## src/rtl/smooth_interp.sv

```systemverilog
module smooth_interp #(
  parameter int IN_W   = 16,
  parameter int OUT_W  = 8,
  parameter int K      = 4,
  parameter int STAGES = 2
) (
  input  logic             clk,
  input  logic             rst_n,
  input  logic             load,
  input  logic [IN_W-1:0]  load_data,
  input  logic             tick,
  output logic [OUT_W-1:0] out_data
);
  localparam int AW  = IN_W + K;
  localparam int DW  = AW + 2;
  localparam int RND = (1 << K) - 1;

  logic signed [IN_W-1:0] hold;
  logic signed [AW-1:0]   acc  [STAGES];
  logic signed [AW-1:0]   tgt  [STAGES];
  logic signed [DW-1:0]   diff [STAGES];
  logic signed [DW-1:0]   step [STAGES];
  logic signed [DW-1:0]   nxt  [STAGES];

  always_ff @(posedge clk)
    if (!rst_n)    hold <= '0;
    else if (load) hold <= load_data;

  assign tgt[0] = {hold, {K{1'b0}}};

  genvar g;
  generate
    for (g = 1; g < STAGES; g++) begin : g_chain
      assign tgt[g] = acc[g-1];
    end
    for (g = 0; g < STAGES; g++) begin : g_stage
      assign diff[g] = DW'(tgt[g]) - DW'(acc[g]);
      assign step[g] = diff[g][DW-1] ? (diff[g] >>> K)
                                     : ((diff[g] + DW'(RND)) >>> K);
      assign nxt[g]  = DW'(acc[g]) + step[g];

      always_ff @(posedge clk)
        if (!rst_n)    acc[g] <= '0;
        else if (tick) acc[g] <= nxt[g][AW-1:0];

      assert_no_overflow_R5: assert property (@(posedge clk) disable iff (!rst_n)
        tick |-> (nxt[g][DW-1:AW-1] == '0 || nxt[g][DW-1:AW-1] == '1));
      assert_rise_bounded_R5: assert property (@(posedge clk) disable iff (!rst_n)
        tick && (tgt[g] >= acc[g]) |=> (acc[g] >= $past(acc[g])) && (acc[g] <= $past(tgt[g])));
      assert_fall_bounded_R5: assert property (@(posedge clk) disable iff (!rst_n)
        tick && (tgt[g] <= acc[g]) |=> (acc[g] <= $past(acc[g])) && (acc[g] >= $past(tgt[g])));
      assert_progress_R4: assert property (@(posedge clk) disable iff (!rst_n)
        tick && (tgt[g] != acc[g]) |=> acc[g] != $past(acc[g]));
      assert_idle_hold_R3: assert property (@(posedge clk) disable iff (!rst_n)
        !tick |=> $stable(acc[g]));
    end
  endgenerate

  assign out_data = acc[STAGES-1][AW-1 -: OUT_W];

  assert_load_capture_R2: assert property (@(posedge clk) disable iff (!rst_n)
    load |=> hold == $past(load_data));
  assert_out_stable_R3: assert property (@(posedge clk) disable iff (!rst_n)
    !tick |=> $stable(out_data));
endmodule

```

## config.mk

```make
export PLATFORM = sky130hd
export DESIGN_NAME = smooth_interp
export DESIGN_NICKNAME = d
export VERILOG_FILES = /design/src/rtl/smooth_interp.sv
export SDC_FILE = /design/constraint.sdc
export NUM_CORES = 1
export LEC_CHECK = 0
export BUFFER_PORTS_ARGS = -buffer_cell sky130_fd_sc_hd__buf_4
export CORE_ASPECT_RATIO = 1.1
export CORE_MARGIN = 5
export CORE_UTILIZATION = 45
export DETAILED_ROUTE_END_ITERATION = 8
export PLACE_DENSITY_LB_ADDON = 0.15
export SYNTH_ARGS = -nofsm -noshare
export SYNTH_HDL_FRONTEND = slang
export SYNTH_SLANG_ARGS = --single-unit
export TNS_END_PERCENT = 5
```

## constraint.sdc

```tcl
create_clock -name clk -period 7.3 [get_ports clk]
set_input_delay 0.73 -clock clk [delete_from_list [all_inputs] [get_ports clk]]
set_output_delay 0.73 -clock clk [all_outputs]
set_load 0.03 [all_outputs]
```

* Yosys cells after proc, flatten, opt, wreduce, memory -nomap -nowiden
Memory sizes are Yosys's and may differ from the RTL's.
Cells that the tools add are included.
** Storage, ports and cells
- Memory bits (writable) :: 40
- Word-level logic and storage cells :: 18
- Input port bits :: 20
- Bits in registers :: 16
- Memories kept :: 1
** Memories
- acc :: words 2, bits a word 20, rd ports 2, clocked after memory_dff 0, wr ports 2, RTL line 19 : logic signed [AW-1:0] acc [STAGES];
** Cells by class
- Mux-type cells :: 8
- $add $sub $neg :: 6
- Bitwise gates (word level) :: 2
** Operators with widths (number)
- $mux 20 :: 4
- $add 21x5->22 const B :: 2
- $sub 20x20->21 :: 2
- $add 20x20->20 :: 2
- $mux 1 :: 4
- $or 1x1->1 :: 2

* Depth between registers and ports, before layout
Gate-level depths: netlist of the first run.
An unclocked memory read counts as a cell.
- Depth in word-level cells :: 6
- Depth in mapped cells :: 23

* Worst setup path before layout of the first run
Ideal clock, no wire load.
- Kind :: flip-flop to flip-flop
- Start :: mem acc[0][0] (netlist bit)
- End :: mem acc[1][19] (netlist bit) (data pin)
- Arrival :: 4790 ps
- Slack :: 2244 ps
- Cell stages (with the launch flop) :: 23
- Cells stage by stage :: edfxtp_1 -> inv_1 -> ha_1 -> fa_1 -> nor2b_1 -> o21a_1 -> o211ai_1 -> a31oi_1 -> o21ai_1 -> a211o_1 -> mux2i_1 -> o2111ai_1 -> xor2_1 -> ha_1 -> a21o_1 -> a21oi_1 -> o21ai_0 -> a41oi_1 -> o21ai_1 -> a31o_2 -> o41ai_1 -> xnor2_1 -> nor2_1
** RTL lines (RTL line)
- from (decl) :: 19

==> impl_metrics.env, run 1 <==
export IMPL_grt_pass1_wl_um=28300
export IMPL_synth_flop_cell="edfxtp_1"
export IMPL_synth_top_cell_by_area="edfxtp_1"
export IMPL_rr_worst_depth=22
export IMPL_antenna_found_initial=0
export IMPL_grt_max_degree=41
export IMPL_htreeDepth=2
export IMPL_avgSynthCellArea_um2=8.43
export IMPL_pin_count=28
export IMPL_cts_repair_resized=0
export IMPL_drt_iter0_drc=375
export IMPL_core_area_um2=15100
export IMPL_relSlewSlack_pct=28.2
export IMPL_synth_seq_area_share_pct=22.0
export IMPL_postSynthCellCount=822
export IMPL_grt_use_met1_pct=25.0
export IMPL_maxCapViolCount=0
export IMPL_cp_max_fo=7
export IMPL_synth_top_area_share_pct=17.3
export IMPL_ys_async_sr_fraction_pct=0
export IMPL_worstMarginPinSlew_ns=1.08
export IMPL_setup_ws_ns=1.53
export IMPL_synth_area_leaders="edfxtp_1 17%, ha_1 14%, xnor2_1 6.8%"
export IMPL_skew_ns=0.00626
export IMPL_hold_violations=0
export IMPL_first_global_vias=5850
export IMPL_final_net_count=926
export IMPL_dp_slack_ns=1.60
export IMPL_ys_ff_latch=56
export IMPL_netlist_area_um2=6930
export IMPL_viasPerCell=5.78
export IMPL_hp_start="hold[15]"
export IMPL_grtUsageMet3_pct=3.12
export IMPL_ff_latch_area_um2=1520
export IMPL_place_gp_congestion=0.903
export IMPL_post_cts_buffers=0
export IMPL_grt_use_total_pct=19.1
export IMPL_wl_per_cell_um=16.5
export IMPL_period_needed_ns=5.77
export IMPL_synth_edff_count=40
export IMPL_wirelength_um=16900
export IMPL_drc=0
export IMPL_row_count=47
export IMPL_ctsLongestPathBuffers=2
export IMPL_critPathKind="reg2reg"
export IMPL_finalCritPeriodShare_pct=79.0
export IMPL_antenna_cells=0
export IMPL_cts_root_buf="clkbuf_16"
export IMPL_met2_usage_pct=32.4
export IMPL_area_delta_synth_final_pct=6.09
export IMPL_rsz0062_at_grt="no"
export IMPL_fin_setup_tns_ns=0
export IMPL_yosys_warnings=0
export IMPL_initial_core_util_pct=45.8
export IMPL_min_delay_path_depth=2
export IMPL_gr_total_overflow=0
export IMPL_min_path_type="reg2reg"
export IMPL_tritoncts="yes"
export IMPL_cts_buffers_inserted=5
export IMPL_first_pass_iters=5
export IMPL_status="finished clean"
export IMPL_vias=5906
export IMPL_clkTransAtPathRegs_ns=0.08
export IMPL_die_y_um=140
export IMPL_multiInputGateArea_um2=5010
export IMPL_cts_sinks=56
export IMPL_dp_hpwl_um=13400
export IMPL_setup_viol=0
export IMPL_dieArea_um2=18000
export IMPL_clkLatencyLatePin_ns=0.31
export IMPL_rr_startpoint="acc[0][0]"
export IMPL_cts_hold_buf=0
export IMPL_timing_rr_end="acc[1][19]"
export IMPL_synth_cell_type_count=86
export IMPL_syn_nets=922
export IMPL_num_fill_cells=1472
export IMPL_critPathArrivalTime_ns=5.82
export IMPL_clock_fmax_mhz=173
export IMPL_required_ns=7.35
export IMPL_die_x_um=128
export IMPL_drv_slew=0
export IMPL_port_buffers=27
export IMPL_ant_nets=0
export IMPL_drive_gt1_share_pct=7.87
export IMPL_min_to="hold[15]"
export IMPL_worstSetupEndpointType="register"
export IMPL_top_usage_layer="met2"
export IMPL_critPathLaunchType="register"
export IMPL_rrSetupSlack_ns=1.53
## how the worst max path moves through the flow
stage                   start          to  slack (ns)  depth (start not counted)
floorplan           acc[0][0]  acc[1][19]        2.24                         22
global placement    acc[0][0]  acc[1][19]        1.72                         22
detailed placement  acc[0][0]  acc[1][19]        1.60                         22
CTS                 acc[0][0]  acc[1][19]        1.58                         22
global route        acc[0][1]  acc[1][19]        1.07                         21
finish              acc[0][0]  acc[1][19]        1.53                         22
## critical path, stage by stage, from the launching register on
cell and delay (ns):
edfxtp_1 0.43, inv_1 0.11, ha_1 0.23, fa_1 0.40, nor2b_1 0.16, o21a_1 0.24, o211ai_1 0.14, a31oi_1 0.31
o21ai_1 0.19, a211o_1 0.39, mux2i_1 0.15, o2111ai_1 0.22, xor2_1 0.26, ha_1 0.28, a21o_1 0.16, a21oi_1 0.26
o21ai_0 0.18, a41oi_1 0.37, o21ai_1 0.21, a31o_2 0.30, o41ai_1 0.30, xnor2_1 0.17, nor2_1 0.05
## placed cells by master (no fill, tap or decap), types with 12 or more instances in the layout
cell type / netlist / final
a21o_1: 30 / 30
nor2_1: 67 / 67
inv_1: 61 / 61
nand3_1: 16 / 16
ha_1: 77 / 77
mux2i_1: 20 / 20
o21ai_0: 28 / 28
nand2_1: 52 / 52
xor2_1: 33 / 33
a21oi_1: 44 / 44
nor3_1: 24 / 24
o21a_1: 12 / 12
and2_1: 14 / 14
nor2b_1: 22 / 22
xnor2_1: 54 / 54
edfxtp_1: 40 / 40
dfxtp_1: 16 / 16
buf_4: 9 / 28
and3_1: 12 / 12
## layout make-up
| class | count | area share (%) |
|---|---|---|
| timing repair buffer | 28 | 2.86 |
| clock buffer | 6 | 1.75 |
| inverter | 61 | 3.12 |
| clock inverter | 1 | 0.0681 |
| multi-input combinational | 674 | 68.2 |
| sequential | 56 | 20.7 |
| tap | 196 | 3.34 |
## state kept, by name, indices dropped and copies added, names as in the netlist
| signal | cells |
|---|---|
| acc | 40 |
| hold | 16 |
## routing by layer
| metal | share of wire, % | wire, um | vias up |
|---|---|---|---|
| met2 | 48 | 8030 | 111 |
| met5 | 0 | 0 | - |
| li1 | - | - | 2999 |
| met1 | 47 | 7970 | 2771 |
| met4 | 2.1 | 355 | 0 |
| met3 | 3.0 | 505 | 25 |
## stage by stage
stage,util (%),hold slack (ns),cell area [um^2],instances
after floorplan,-,0.490,6930,822
after global placement,47.7,0.509,7210,1015
after detailed placement,47.7,0.516,7210,1015
after CTS,48.6,0.533,7350,1022
after global routing,48.6,0.546,7350,1022
final,48.6,0.529,7350,1022
## cell families (layout without fill, tap and decap cells)
group / count (synthesis) / count (layout) / synth area share, %
AO/OA/AOI/OAI: 209 / 209 / 21.5
multiplexers: 21 / 21 / 3.05
XOR/XNOR: 87 / 87 / 11.0
adder cells (fa/ha/maj): 80 / 80 / 14.8
AND/OR/NAND/NOR: 277 / 277 / 21.9
flip-flops: 56 / 56 / 22.0
buffers and inverters: 92 / 96 / 5.76
## cells in the mapped netlist, drive strengths merged, types with 14 or more instances
cell / instances
nand3: 17
ha: 77
clkbuf: 16
inv: 61
nor2b: 22
edfxtp: 40
mux2i: 20
nor2: 67
a21oi: 46
nand2: 52
and2: 14
a21o: 31
xnor2: 54
nor3: 25
dfxtp: 16
buf: 15
and3: 14
o21ai: 37
xor2: 33
Power of run 1 is not shown: default switching activity piles up to over one toggle a cycle in this logic, so the estimate is an artifact.
==> run 2, diff against run 1 <==
==> constraint.sdc (replaced) <==
create_clock -name clk -period 5.57 [get_ports clk]
set_input_delay 0.557 -clock clk [delete_from_list [all_inputs] [get_ports clk]]
set_output_delay 0.557 -clock clk [all_outputs]
set_load 0.03 [all_outputs]
==> run 2 against run 1 <==
Against the previous run:
- wire length shrank 0.16%
- clock skew grew 0.0083 ns
- register-to-register slack lost 1.3 ns
- non-clock buffer count grew 16
- global-route usage is essentially flat
- sequential share of layout area shrank 0.43 points
- first-iteration DRC count shrank 21%
- highest routed layer unchanged
==> impl_metrics.env, run 2 (synthesized netlist as in run 1, its figures left out) <==
export IMPL_cts_sinks=56
export IMPL_drt_iter0_drc=298
export IMPL_worstMarginPinSlew_ns=1.04
export IMPL_place_gp_congestion=0.889
export IMPL_min_to="hold[7]"
export IMPL_cts_hold_buf=0
export IMPL_num_fill_cells=1461
export IMPL_wl_per_cell_um=16.2
export IMPL_setup_viol=0
export IMPL_drive_gt1_share_pct=10.4
export IMPL_cts_buffers_inserted=5
export IMPL_clkTransAtPathRegs_ns=0.09
export IMPL_vias=5978
export IMPL_clkLatencyLatePin_ns=0.32
export IMPL_grt_max_degree=41
export IMPL_finalCritPeriodShare_pct=95.0
export IMPL_rr_worst_depth=22
export IMPL_status="finished clean"
export IMPL_cts_root_buf="clkbuf_16"
export IMPL_initial_core_util_pct=45.8
export IMPL_top_regs="acc x40, hold x16"
export IMPL_grt_use_total_pct=19.1
export IMPL_viasPerCell=5.75
export IMPL_ctsLongestPathBuffers=2
export IMPL_dp_hpwl_um=13500
export IMPL_min_delay_path_depth=3
export IMPL_top_register="acc"
export IMPL_skew_ns=0.0145
export IMPL_critPathLaunchType="register"
export IMPL_drv_slew=0
export IMPL_wirelength_um=16800
export IMPL_cp_max_fo=5
export IMPL_required_ns=5.75
export IMPL_tritoncts="yes"
export IMPL_worstSetupEndpointType="register"
export IMPL_row_count=47
export IMPL_pin_count=28
export IMPL_layout_commonest_cell="ha_1"
export IMPL_core_area_um2=15100
export IMPL_rsz0062_at_grt="no"
export IMPL_layout_common_cells="77 x ha_1, 67 x nor2_1, 61 x inv_1, 54 x xnor2_1, 52 x nand2_1"
export IMPL_rr_startpoint="acc[0][5]"
export IMPL_critPathArrivalTime_ns=5.47
export IMPL_hold_violations=0
export IMPL_critPathKind="reg2reg"
export IMPL_area_delta_synth_final_pct=8.35
export IMPL_die_x_um=128
export IMPL_hp_start="load_data[7]"
export IMPL_clock_fmax_mhz=189
export IMPL_relSlewSlack_pct=30.6
export IMPL_ant_nets=0
export IMPL_dieArea_um2=18000
export IMPL_gr_total_overflow=0
export IMPL_antenna_found_initial=0
export IMPL_fin_setup_tns_ns=0
export IMPL_port_buffers=27
export IMPL_grt_pass1_wl_um=28500
export IMPL_drc=0
export IMPL_die_y_um=140
export IMPL_htreeDepth=2
export IMPL_min_path_type="in2reg"
export IMPL_largest_reg_flops=40
export IMPL_final_net_count=942
export IMPL_antenna_cells=0
export IMPL_rrSetupSlack_ns=0.28
export IMPL_timing_rr_end="acc[0][18]"
export IMPL_first_pass_iters=4
export IMPL_first_global_vias=5966
export IMPL_maxCapViolCount=0
export IMPL_period_needed_ns=5.29
[run 2: cell count changes in the layout (fill, tap and decap cells not counted), sizes merged]
cell	previous run	this run
buf	28	44
clkbuf	6	5
clkinv	0	2
clkinvlp	1	0
inv	61	62
[run 2: through the flow]
step	hold WS (ns)	utilization (%)	cell area (um^2)	std cells	setup slack, ns
CTS	0.492	49.4	7470	1037	0.0502
global route	0.501	49.6	7500	1039	0.0116
global placement	0.511	48.4	7320	1029	0.244
finish	0.504	49.6	7500	1039	0.280
detailed placement	0.514	48.4	7320	1029	0.0724
floorplan	0.490	-	6930	822	0.514
[run 2: metal layers]
metal	vias up	wire, um	GRT usage (%)
met1	2792	7840	24.6
met5	-	0	0
li1	3045	-	-
met4	0	331	5.31
met3	24	532	2.67
met2	117	8140	33.2
[run 2: area by class of cell]
| class | instances | area [um^2] | share of cell area (%) |
|---|---|---|---|
| Clock buffer | 5 | 125 | 1.67 |
| Clock inverter | 3 | 22.5 | 0.300 |
| Inverter | 61 | 229 | 3.05 |
| Multi-Input combinational cell | 674 | 5030 | 67.0 |
| Sequential cell | 56 | 1520 | 20.3 |
| Tap cell | 196 | 245 | 3.27 |
| Timing Repair Buffer | 44 | 330 | 4.40 |
[run 2: timing repair]
| action | 4_1_cts | 5_1_grt |
|---|---|---|
| endpoints found under the setup margin | 0 | 5 |
| gates resized for setup | 0 | 5 |
| setup buffers | 0 | 2 |
[run 2: worst max-delay path by stage]
stage                     startpoint          to  slack, ns  cells past startpoint
final                      acc[0][5]  acc[0][18]       0.28                     22
after global routing      acc[0][19]  acc[0][18]       0.01                     22
after floorplan            acc[0][0]  acc[1][19]       0.51                     22
after detailed placement   acc[0][0]  acc[1][19]       0.07                     22
after global placement     acc[0][0]  acc[1][19]       0.24                     22
after CTS                  acc[0][0]  acc[1][19]       0.05                     22
[run 2: critical path, stage by stage, from the launching register on]
cell and delay [ns]:
edfxtp_1 0.42, inv_1 0.06, ha_1 0.38, a21oi_2 0.30, o21ai_4 0.14, a311o_1 0.34
a21o_1 0.21, and3_1 0.17, and3_1 0.17, o311ai_1 0.24, a22oi_1 0.13, xnor2_1 0.16
ha_1 0.34, and3_1 0.17, a221oi_1 0.12, o21a_1 0.22, nor2_1 0.18, nor4b_1 0.09
buf_4 0.14, o31ai_1 0.30, nand2_1 0.14, or4b_2 0.64, nand3_1 0.10
Power of run 2 is left out for the same reason.
